[src/rtl/bld_pkg.sv]
package bld_pkg;
  // Default geometry of the decoded store
  localparam int OFS_W_D   = 8;  // word offset inside a bank
  localparam int BANK_W_D  = 3;  // bank number width
  localparam int XGRP_W_D  = 3;  // X group field, lowest address bits
  localparam int XLINE_W_D = 3;  // X line-in-group field
  localparam int YGRP_W_D  = 2;  // Y group field, top offset bits

  // Decision of the resolve stage
  typedef struct packed {
    logic       hit;
    logic [7:0] bank;  // wide holder, trimmed by users
  } resolve_t;
endpackage

[src/rtl/bld_bank_reg.sv]
module bld_bank_reg #(
  parameter int BANK_W = 3
) (
  input  logic              clk,
  input  logic              rst,
  input  logic              we,
  input  logic [BANK_W-1:0] d,
  output logic [BANK_W-1:0] q
);
  always_ff @(posedge clk) begin
    if (rst)     q <= '0;
    else if (we) q <= d;
  end
endmodule

[src/rtl/bld_bank_resolve.sv]
module bld_bank_resolve #(
  parameter int OFS_W  = 8,
  parameter int BANK_W = 3,
  localparam int ADDR_W = OFS_W + 4
) (
  input  logic [ADDR_W-1:0] addr,
  input  logic [BANK_W-1:0] reg_bank,
  output logic              hit,
  output logic [BANK_W-1:0] bank
);
  logic [1:0] space_f;
  logic [1:0] quarter_f;

  assign space_f   = addr[OFS_W+3:OFS_W+2];
  assign quarter_f = addr[OFS_W+1:OFS_W];

  always_comb begin
    hit = (space_f == 2'b00);
    if (quarter_f == 2'b11) bank = reg_bank;
    else                    bank = BANK_W'(quarter_f);
  end
endmodule

[src/rtl/bld_onehot.sv]
module bld_onehot #(
  parameter int IDX_W = 6,
  localparam int N = 1 << IDX_W
) (
  input  logic             en,
  input  logic [IDX_W-1:0] idx,
  output logic [N-1:0]     sel
);
  for (genvar i = 0; i < N; i++) begin : g_line
    assign sel[i] = en && (idx == IDX_W'(i));
  end
endmodule

[src/rtl/bank_line_decoder.sv]
module bank_line_decoder
  import bld_pkg::*;
#(
  parameter int OFS_W   = OFS_W_D,
  parameter int BANK_W  = BANK_W_D,
  parameter int XGRP_W  = XGRP_W_D,
  parameter int XLINE_W = XLINE_W_D,
  parameter int YGRP_W  = YGRP_W_D,
  localparam int ADDR_W = OFS_W + 4,
  localparam int WORD_W = BANK_W + OFS_W,
  localparam int XIDX_W = XGRP_W + XLINE_W,
  localparam int YIDX_W = YGRP_W + BANK_W,
  localparam int XN     = 1 << XIDX_W,
  localparam int YN     = 1 << YIDX_W
) (
  input  logic              clk,
  input  logic              rst,
  input  logic [ADDR_W-1:0] addr,
  input  logic              bank_wr_en,
  input  logic [BANK_W-1:0] bank_wr_data,
  output logic              hit,
  output logic [BANK_W-1:0] bank,
  output logic [WORD_W-1:0] word_idx,
  output logic [XN-1:0]     x_sel,
  output logic [YN-1:0]     y_sel
);
  logic [BANK_W-1:0] reg_bank;
  logic              hit_c;
  logic [BANK_W-1:0] bank_c;
  logic [XIDX_W-1:0] x_idx;
  logic [YIDX_W-1:0] y_idx;
  logic [XN-1:0]     x_c;
  logic [YN-1:0]     y_c;

  bld_bank_reg #(.BANK_W(BANK_W)) u_reg (
    .clk(clk), .rst(rst), .we(bank_wr_en), .d(bank_wr_data), .q(reg_bank)
  );

  bld_bank_resolve #(.OFS_W(OFS_W), .BANK_W(BANK_W)) u_res (
    .addr(addr), .reg_bank(reg_bank), .hit(hit_c), .bank(bank_c)
  );

  // X: group in the low bits is the major index, line-in-group the minor
  assign x_idx = {addr[XGRP_W-1:0], addr[XIDX_W-1:XGRP_W]};
  // Y: address group is major, resolved bank picks the line
  assign y_idx = {addr[OFS_W-1:OFS_W-YGRP_W], bank_c};

  bld_onehot #(.IDX_W(XIDX_W)) u_xdec (.en(hit_c), .idx(x_idx), .sel(x_c));
  bld_onehot #(.IDX_W(YIDX_W)) u_ydec (.en(hit_c), .idx(y_idx), .sel(y_c));

  always_ff @(posedge clk) begin
    if (rst) begin
      hit      <= 1'b0;
      bank     <= '0;
      word_idx <= '0;
      x_sel    <= '0;
      y_sel    <= '0;
    end else begin
      hit      <= hit_c;
      bank     <= bank_c;
      word_idx <= {bank_c, addr[OFS_W-1:0]};
      x_sel    <= x_c;
      y_sel    <= y_c;
    end
  end
endmodule

[config.mk]
export PLATFORM = sky130hd
export DESIGN_NAME = bank_line_decoder
export DESIGN_NICKNAME = d
export VERILOG_FILES = /design/src/rtl/bld_pkg.sv /design/src/rtl/bld_bank_reg.sv /design/src/rtl/bld_bank_resolve.sv /design/src/rtl/bld_onehot.sv /design/src/rtl/bank_line_decoder.sv
export SDC_FILE = /design/constraint.sdc
export NUM_CORES = 1
export LEC_CHECK = 0
export BUFFER_PORTS_ARGS = -buffer_cell sky130_fd_sc_hd__clkbuf_2
export CAP_MARGIN = 25
export CORE_MARGIN = 2
export CORE_UTILIZATION = 45
export DETAILED_ROUTE_END_ITERATION = 10
export PLACE_DENSITY = 0.74
export SETUP_SLACK_MARGIN = 0.15
export SKIP_LAST_GASP = 1
export SYNTH_ARGS = -nofsm -noshare
export SYNTH_HDL_FRONTEND = slang
export SYNTH_SLANG_ARGS = --single-unit
[constraint.sdc]
create_clock -name clk -period 2.9 [get_ports clk]
set_input_delay 0.29 -clock clk [delete_from_list [all_inputs] [get_ports clk]]
set_output_delay 0.29 -clock clk [all_outputs]
set_load 0.005 [all_outputs]
==> summary.txt, run 1 <==
Final setup fails -> 0
WL per Instance -> 13.08 µm
DR DRC count -> 0
Final hold vios -> 0
Clk sink count -> 111
Via count -> 2327
Antenna viol nets, final -> 0
NumNets Final -> 440
Starting Density -> 0.4637
Commonest register cell after synthesis -> dfxtp_1
Die Y -> 87.67 µm
Post-route minimum period -> 1.461 ns
Yosys reg bits -> 111
Post-DP HPWL -> 5064 µm
Syn Nets -> 311
Worst min path class -> primary input to flop
Gr usage total -> 0.1710
Fin. max-slew vios -> 0
Mapped Area -> 3151 µm²
Place WS -> 0.8865 ns
Synth top area share -> 0.7053
Reg clk slew, reported paths -> 0.10 ns
Cells after synthesis -> 293
First-pass GRT wire length -> 9880 µm
Largest net degree at the start of global routing -> 19
Antenna violations before repair -> 0
Root Driver -> clkbuf_8
Warnings from Yosys -> 0
CTS tree -> done
Worst path arrival time -> 1.75 ns
Setup TNS -> 0 ns
Hold-fix buffers at CTS -> 0
Leading area contributor after synthesis -> dfxtp_1
Critical path class -> primary input to flop
Total Routed Length -> 6839 µm
Async S/R FF share, synth -> 0
Worst Tran Pin Value -> 0.8648 ns
Total of cells resized after clock tree synthesis -> 0
Register area share after synthesis -> 0.7053
Starting DRT DRC Count -> 88
Post-DR vias/cell -> 4.449
Top cells by area, synth -> dfxtp_1 (71%), nor2_1 (11%), nor2_4 (3.6%)
Commonest non-fill, non-tap cells in the layout -> clkbuf_2 (129), dfxtp_1 (111), nor2_1 (90)
Layout overhead on the synthesized area -> 27.88%
Layout cells sized above 1 -> 0.3630
Die area -> 7686 µm²
Critical path capture point type -> flop
Crit Path Max Fanout -> 17
Lkg Pwr -> 1.792 nW
Rows -> 30
Average size of a mapped cell -> 10.75 µm²
Final Skew -> 0.004592 ns
EDFF count, synth -> 0
Max Fclk -> 684.4 MHz
Core area -> 6794 µm²
Detailed Routing Iterations Pass 1 -> 4
I/O pin cnt -> 129
Clock Latency Late Sink -> 0.35 ns
Post-CTS Setup Inserts -> 0
GPL Wtd Cong -> 0.8167
Die width -> 87.67 µm
Outcome -> finished, final reports clean
Final setup margin -> 1.439 ns
Slew Limit Headroom -> 0.4182
Port Buffers -> 128
Total gr overflow -> 0
Tot Pwr -> 2.466 mW
Crit start category -> primary input
CTS max path bufs -> 2
Peak supply drop -> 328.3 µV
Critical Path RT -> 3.19 ns
Vias in the first global route -> 2053
RSZ-0062 raised after global routing -> no
Diode count -> 0
Tcrit/Tclk final -> 0.5039
Most common cell after layout, fill and taps aside -> clkbuf_2
Power Density -> 612.0 nW/µm²
Unique masters post-synth -> 28
Max H-tree Level -> 3
CTS buffer count -> 9
MaxCap Viol Count -> 0
## worst max-delay path, stage by stage
cell and delay [ns]:
clkbuf_2 0.24, nor4_1 0.81, nand2_1 0.24, nor3_1 0.16
## sequential cells by signal, indices dropped and copies added, names as in the netlist
signal and flops:
hit 1, u_reg.q 3, word_idx 8, bank 3
y_sel 32, x_sel 64
## report_power, final
part,internal [mW],total [mW],switching [mW]
registers,1.54,1.54,0.00721
clock network,0.323,0.823,0.500
logic,0.0334,0.0986,0.0651
total,1.89,2.47,0.573
## stage by stage
step	hold slack [ns]	utilization	cells	instance area [µm²]
5_1_grt	0.1335	0.5930	523	4029
3_5_place_dp	0.5067	0.5667	506	3850
2_1_floorplan	0.3616	-	293	3151
6_report	0.1623	0.5930	523	4029
3_3_place_gp	0.4988	0.5667	506	3850
4_1_cts	0.1450	0.5923	522	4024
## final cells by class
type / count / area, µm²
clock buffers: 11 / 131.4
clock inverters: 5 / 42.54
fillers: 590 / 2765
inverters: 4 / 15.01
multi-input cells: 166 / 844.6
flip-flops and latches: 111 / 2222
well taps: 96 / 120.1
repair buffers: 130 / 653.1
## final timing paths
kind | startpoint | end | slack, ns | cells after the start
min reg2reg | u_reg.q[0] | bank[0] | 0.53 | 2
max | rst | y_sel[7] | 1.44 | 4
max reg2reg | u_reg.q[1] | y_sel[28] | 1.61 | 3
min | addr[10] | hit | 0.16 | 2
## Yosys cell counts (all sizes together), types with 2 or more instances
cell type / count
inv: 4
a211oi: 2
dfxtp: 111
nor2b: 14
nor3: 2
buf: 5
o21ai: 2
mux2i: 3
nand3: 10
nand4: 2
nand3b: 2
and4: 2
clkbuf: 7
nand2: 18
nor2: 100
## kinds of logic (layout without fill, tap and decap cells)
family,after synthesis,after routing,synth area share
compound gates,6,6,0.01152
buf+inv,16,150,0.02661
simple gates,157,157,0.2470
flops,111,111,0.7053
mux,3,3,0.009532
## layer usage
metal | up-vias | wire length, µm | global-route usage
li1 | 1180 | - | -
met1 | 1070 | 3004 | 0.2093
met2 | 71 | 3368 | 0.2741
met3 | 6 | 368 | 0.06503
met4 | 0 | 97 | 0.06573
met5 | - | 0 | 0
Note: power is estimated with default switching activity, not from simulation.
==> run 2, diff against run 1 <==
--- a/config.mk
+++ b/config.mk
@@ -8,9 +8,9 @@
 export BUFFER_PORTS_ARGS = -buffer_cell sky130_fd_sc_hd__clkbuf_2
 export CAP_MARGIN = 25
 export CORE_MARGIN = 2
-export CORE_UTILIZATION = 45
+export CORE_UTILIZATION = 42
 export DETAILED_ROUTE_END_ITERATION = 10
-export PLACE_DENSITY = 0.74
+export PLACE_DENSITY = 0.73
 export SETUP_SLACK_MARGIN = 0.15
 export SKIP_LAST_GASP = 1
 export SYNTH_ARGS = -nofsm -noshare
==> constraint.sdc (replaced) <==
create_clock -name clk -period 1.17 [get_ports clk]
set_input_delay 0.117 -clock clk [delete_from_list [all_inputs] [get_ports clk]]
set_output_delay 0.117 -clock clk [all_outputs]
set_load 0.005 [all_outputs]
==> summary.txt, run 2 (synthesis results as in run 1) <==
Critical Path RT -> 1.47 ns
Comb pwr share -> 0.047
Top delay family on crit path -> simple AND/OR/NAND/NOR gates
Layout cells sized above 1 -> 0.4045
CTS buffer count -> 9
Final non-filler cell total -> 544
Vias in the first global route -> 2375
Area of the multi-input gates -> 875.8 µm²
Final hold vios -> 0
Cells along the critical path -> nor4bb_4 -> a21oi_2 -> buf_6 -> nor2_1
Layout overhead on the synthesized area -> 35.42%
Gr usage total -> 0.1785
M1 GR Usage -> 0.2300
Max Fclk -> 989.4 MHz
Sequential share of power -> 0.601
FF+latch area -> 2230 µm²
Slew Limit Headroom -> 0.8034
Clock Latency Late Sink -> 0.37 ns
I/O pin cnt -> 129
Detailed Routing Iterations Pass 1 -> 4
Crit start category -> flop
Outcome -> finished, final reports clean
Most common cell after layout, fill and taps aside -> clkbuf_2
Crit path from -> u_reg.q[0]
Starting Density -> 0.4344
Worst Tran Pin Value -> 0.2943 ns
DR DRC count -> 0
Total Routed Length -> 7066 µm
Die width -> 90.61 µm
Gr busiest metal -> met2
Top reg by flops -> x_sel
Total gr overflow -> 0
Critical path class -> flop to flop
DP Cell Count -> 525
Net Sw Frac -> 0.2232
Final Skew -> 0.01510 ns
NumNets Final -> 458
CTS max path bufs -> 2
Largest net degree at the start of global routing -> 19
Reg clk slew, reported paths -> 0.09 ns
RSZ-0062 raised after global routing -> yes
Post-DP HPWL -> 5212 µm
Post-route minimum period -> 1.011 ns
Core area -> 7253 µm²
Worst hold start -> addr[7]
Antenna viol nets, final -> 0
Fin. max-slew vios -> 0
Worst path arrival time -> 1.31 ns
Antenna violations before repair -> 0
Filler cells -> 638
Max H-tree Level -> 3
Root Driver -> clkbuf_8
Met2 Use GR -> 0.2786
First-pass GRT wire length -> 11450 µm
Post-DR vias/cell -> 4.443
Largest register FFs -> 64
Power Density -> 1494 nW/µm²
Starting DRT DRC Count -> 74
Lkg Pwr -> 1.911 nW
Diode count -> 0
Slowest CP cell -> dfxtp_2
Worst Hold Margin -> 0.03127 ns
Largest regs -> x_sel (64), y_sel (32), word_idx (8)
MaxCap Viol Count -> 0
Rows -> 31
Worst min path class -> primary input to flop
Commonest non-fill, non-tap cells in the layout -> clkbuf_2 (128), dfxtp_1 (107), nor2_1 (90)
Buffer and inverter count on the worst path -> 1
Tcrit/Tclk final -> 0.8639
CTS tree -> done
Reg2reg start -> u_reg.q[0]
Critical path capture point type -> flop
Slowest stage delay, CP -> 0.36 ns
Die area -> 8210 µm²
Global Route met3 Usage -> 0.05509
Final setup fails -> 0
Crit Path Max Fanout -> 8
Die Y -> 90.61 µm
Port Buffers -> 128
Peak supply drop -> 625.9 µV
WL per Instance -> 12.99 µm
Switching power -> 1.423 mW
Via count -> 2417
Clk sink count -> 111
Internal -> 4.953 mW
Clock share of power -> 0.352
GPL Wtd Cong -> 0.8430
[run 2: cell count changes in the layout (fill, tap and decap cells not counted), sizes merged]
| cell | change |
|---|---|
| buf | +17 |
| bufinv | +1 |
| inv | -1 |
| clkbuf | -1 |
| dlygate4sd3 | +2 |
[run 2: per-stage QoR]
stage	util	power [mW]	worst slack (ns)	cell area, µm²	TNS, ns
final	0.5882	6.376	0.1592	4267	0
after global routing	0.5882	6.630	0.09321	4267	0
after CTS	0.5870	6.424	0.1530	4258	0
after detailed placement	0.5527	4.198	-0.02528	4009	-0.1995
after global placement	0.5527	4.192	-0.008875	4009	-0.04027
after floorplan	-	4.048	0.06243	3172	0
[run 2: metal layers]
layer / wire length (µm) / part of all wire / vias up
met5: 0 / 0 / -
met4: 142 / 0.020 / 0
met3: 332 / 0.047 / 13
met2: 3385 / 0.48 / 67
met1: 3206 / 0.45 / 1121
li1: - / - / 1216
[run 2: worst paths after layout]
| kind | to | slack [ns] | cells after the start |
|---|---|---|---|
| setup / recovery | y_sel[12] | 0.16 | 4 |
| hold reg to reg | bank[0] | 0.49 | 2 |
| hold / removal | word_idx[7] | 0.03 | 2 |
| setup reg to reg | y_sel[12] | 0.16 | 4 |
[run 2: final cells by class]
cell class                 count  area share
timing repair buffer         148      0.1933
clock buffer                  11     0.03079
clock inverter                 5     0.01554
multi-input combinational    166      0.2053
sequential                   111      0.5226
tap                           99     0.02903
inverter                       4    0.003519
[run 2: what timing repair did]
action / in CTS / in global routing
pin swaps: 1 / 1
setup endpoints to repair: 8 / 24
endpoints found under the hold margin: 2 / 0
gates resized for setup: 6 / 4
hold buffers: 2 / 0
setup buffers: 1 / 0
[run 2: worst register-to-register path: cells and delay by family, from the launching register on]
family | cells | cell delay, ns
flops | 1 | 0.36
buf+inv | 1 | 0.14
compound gates | 1 | 0.06
simple gates | 2 | 0.40
[run 2: power by group through the flow]
stage / Combinational (mW) / Sequential, mW / Clock, mW
floorplan: 0.134 / 3.91 / 0
global placement: 0.278 / 3.91 / 0
detailed placement: 0.283 / 3.91 / 0
CTS: 0.301 / 3.83 / 2.29
global route: 0.331 / 3.84 / 2.46
finish: 0.301 / 3.83 / 2.24
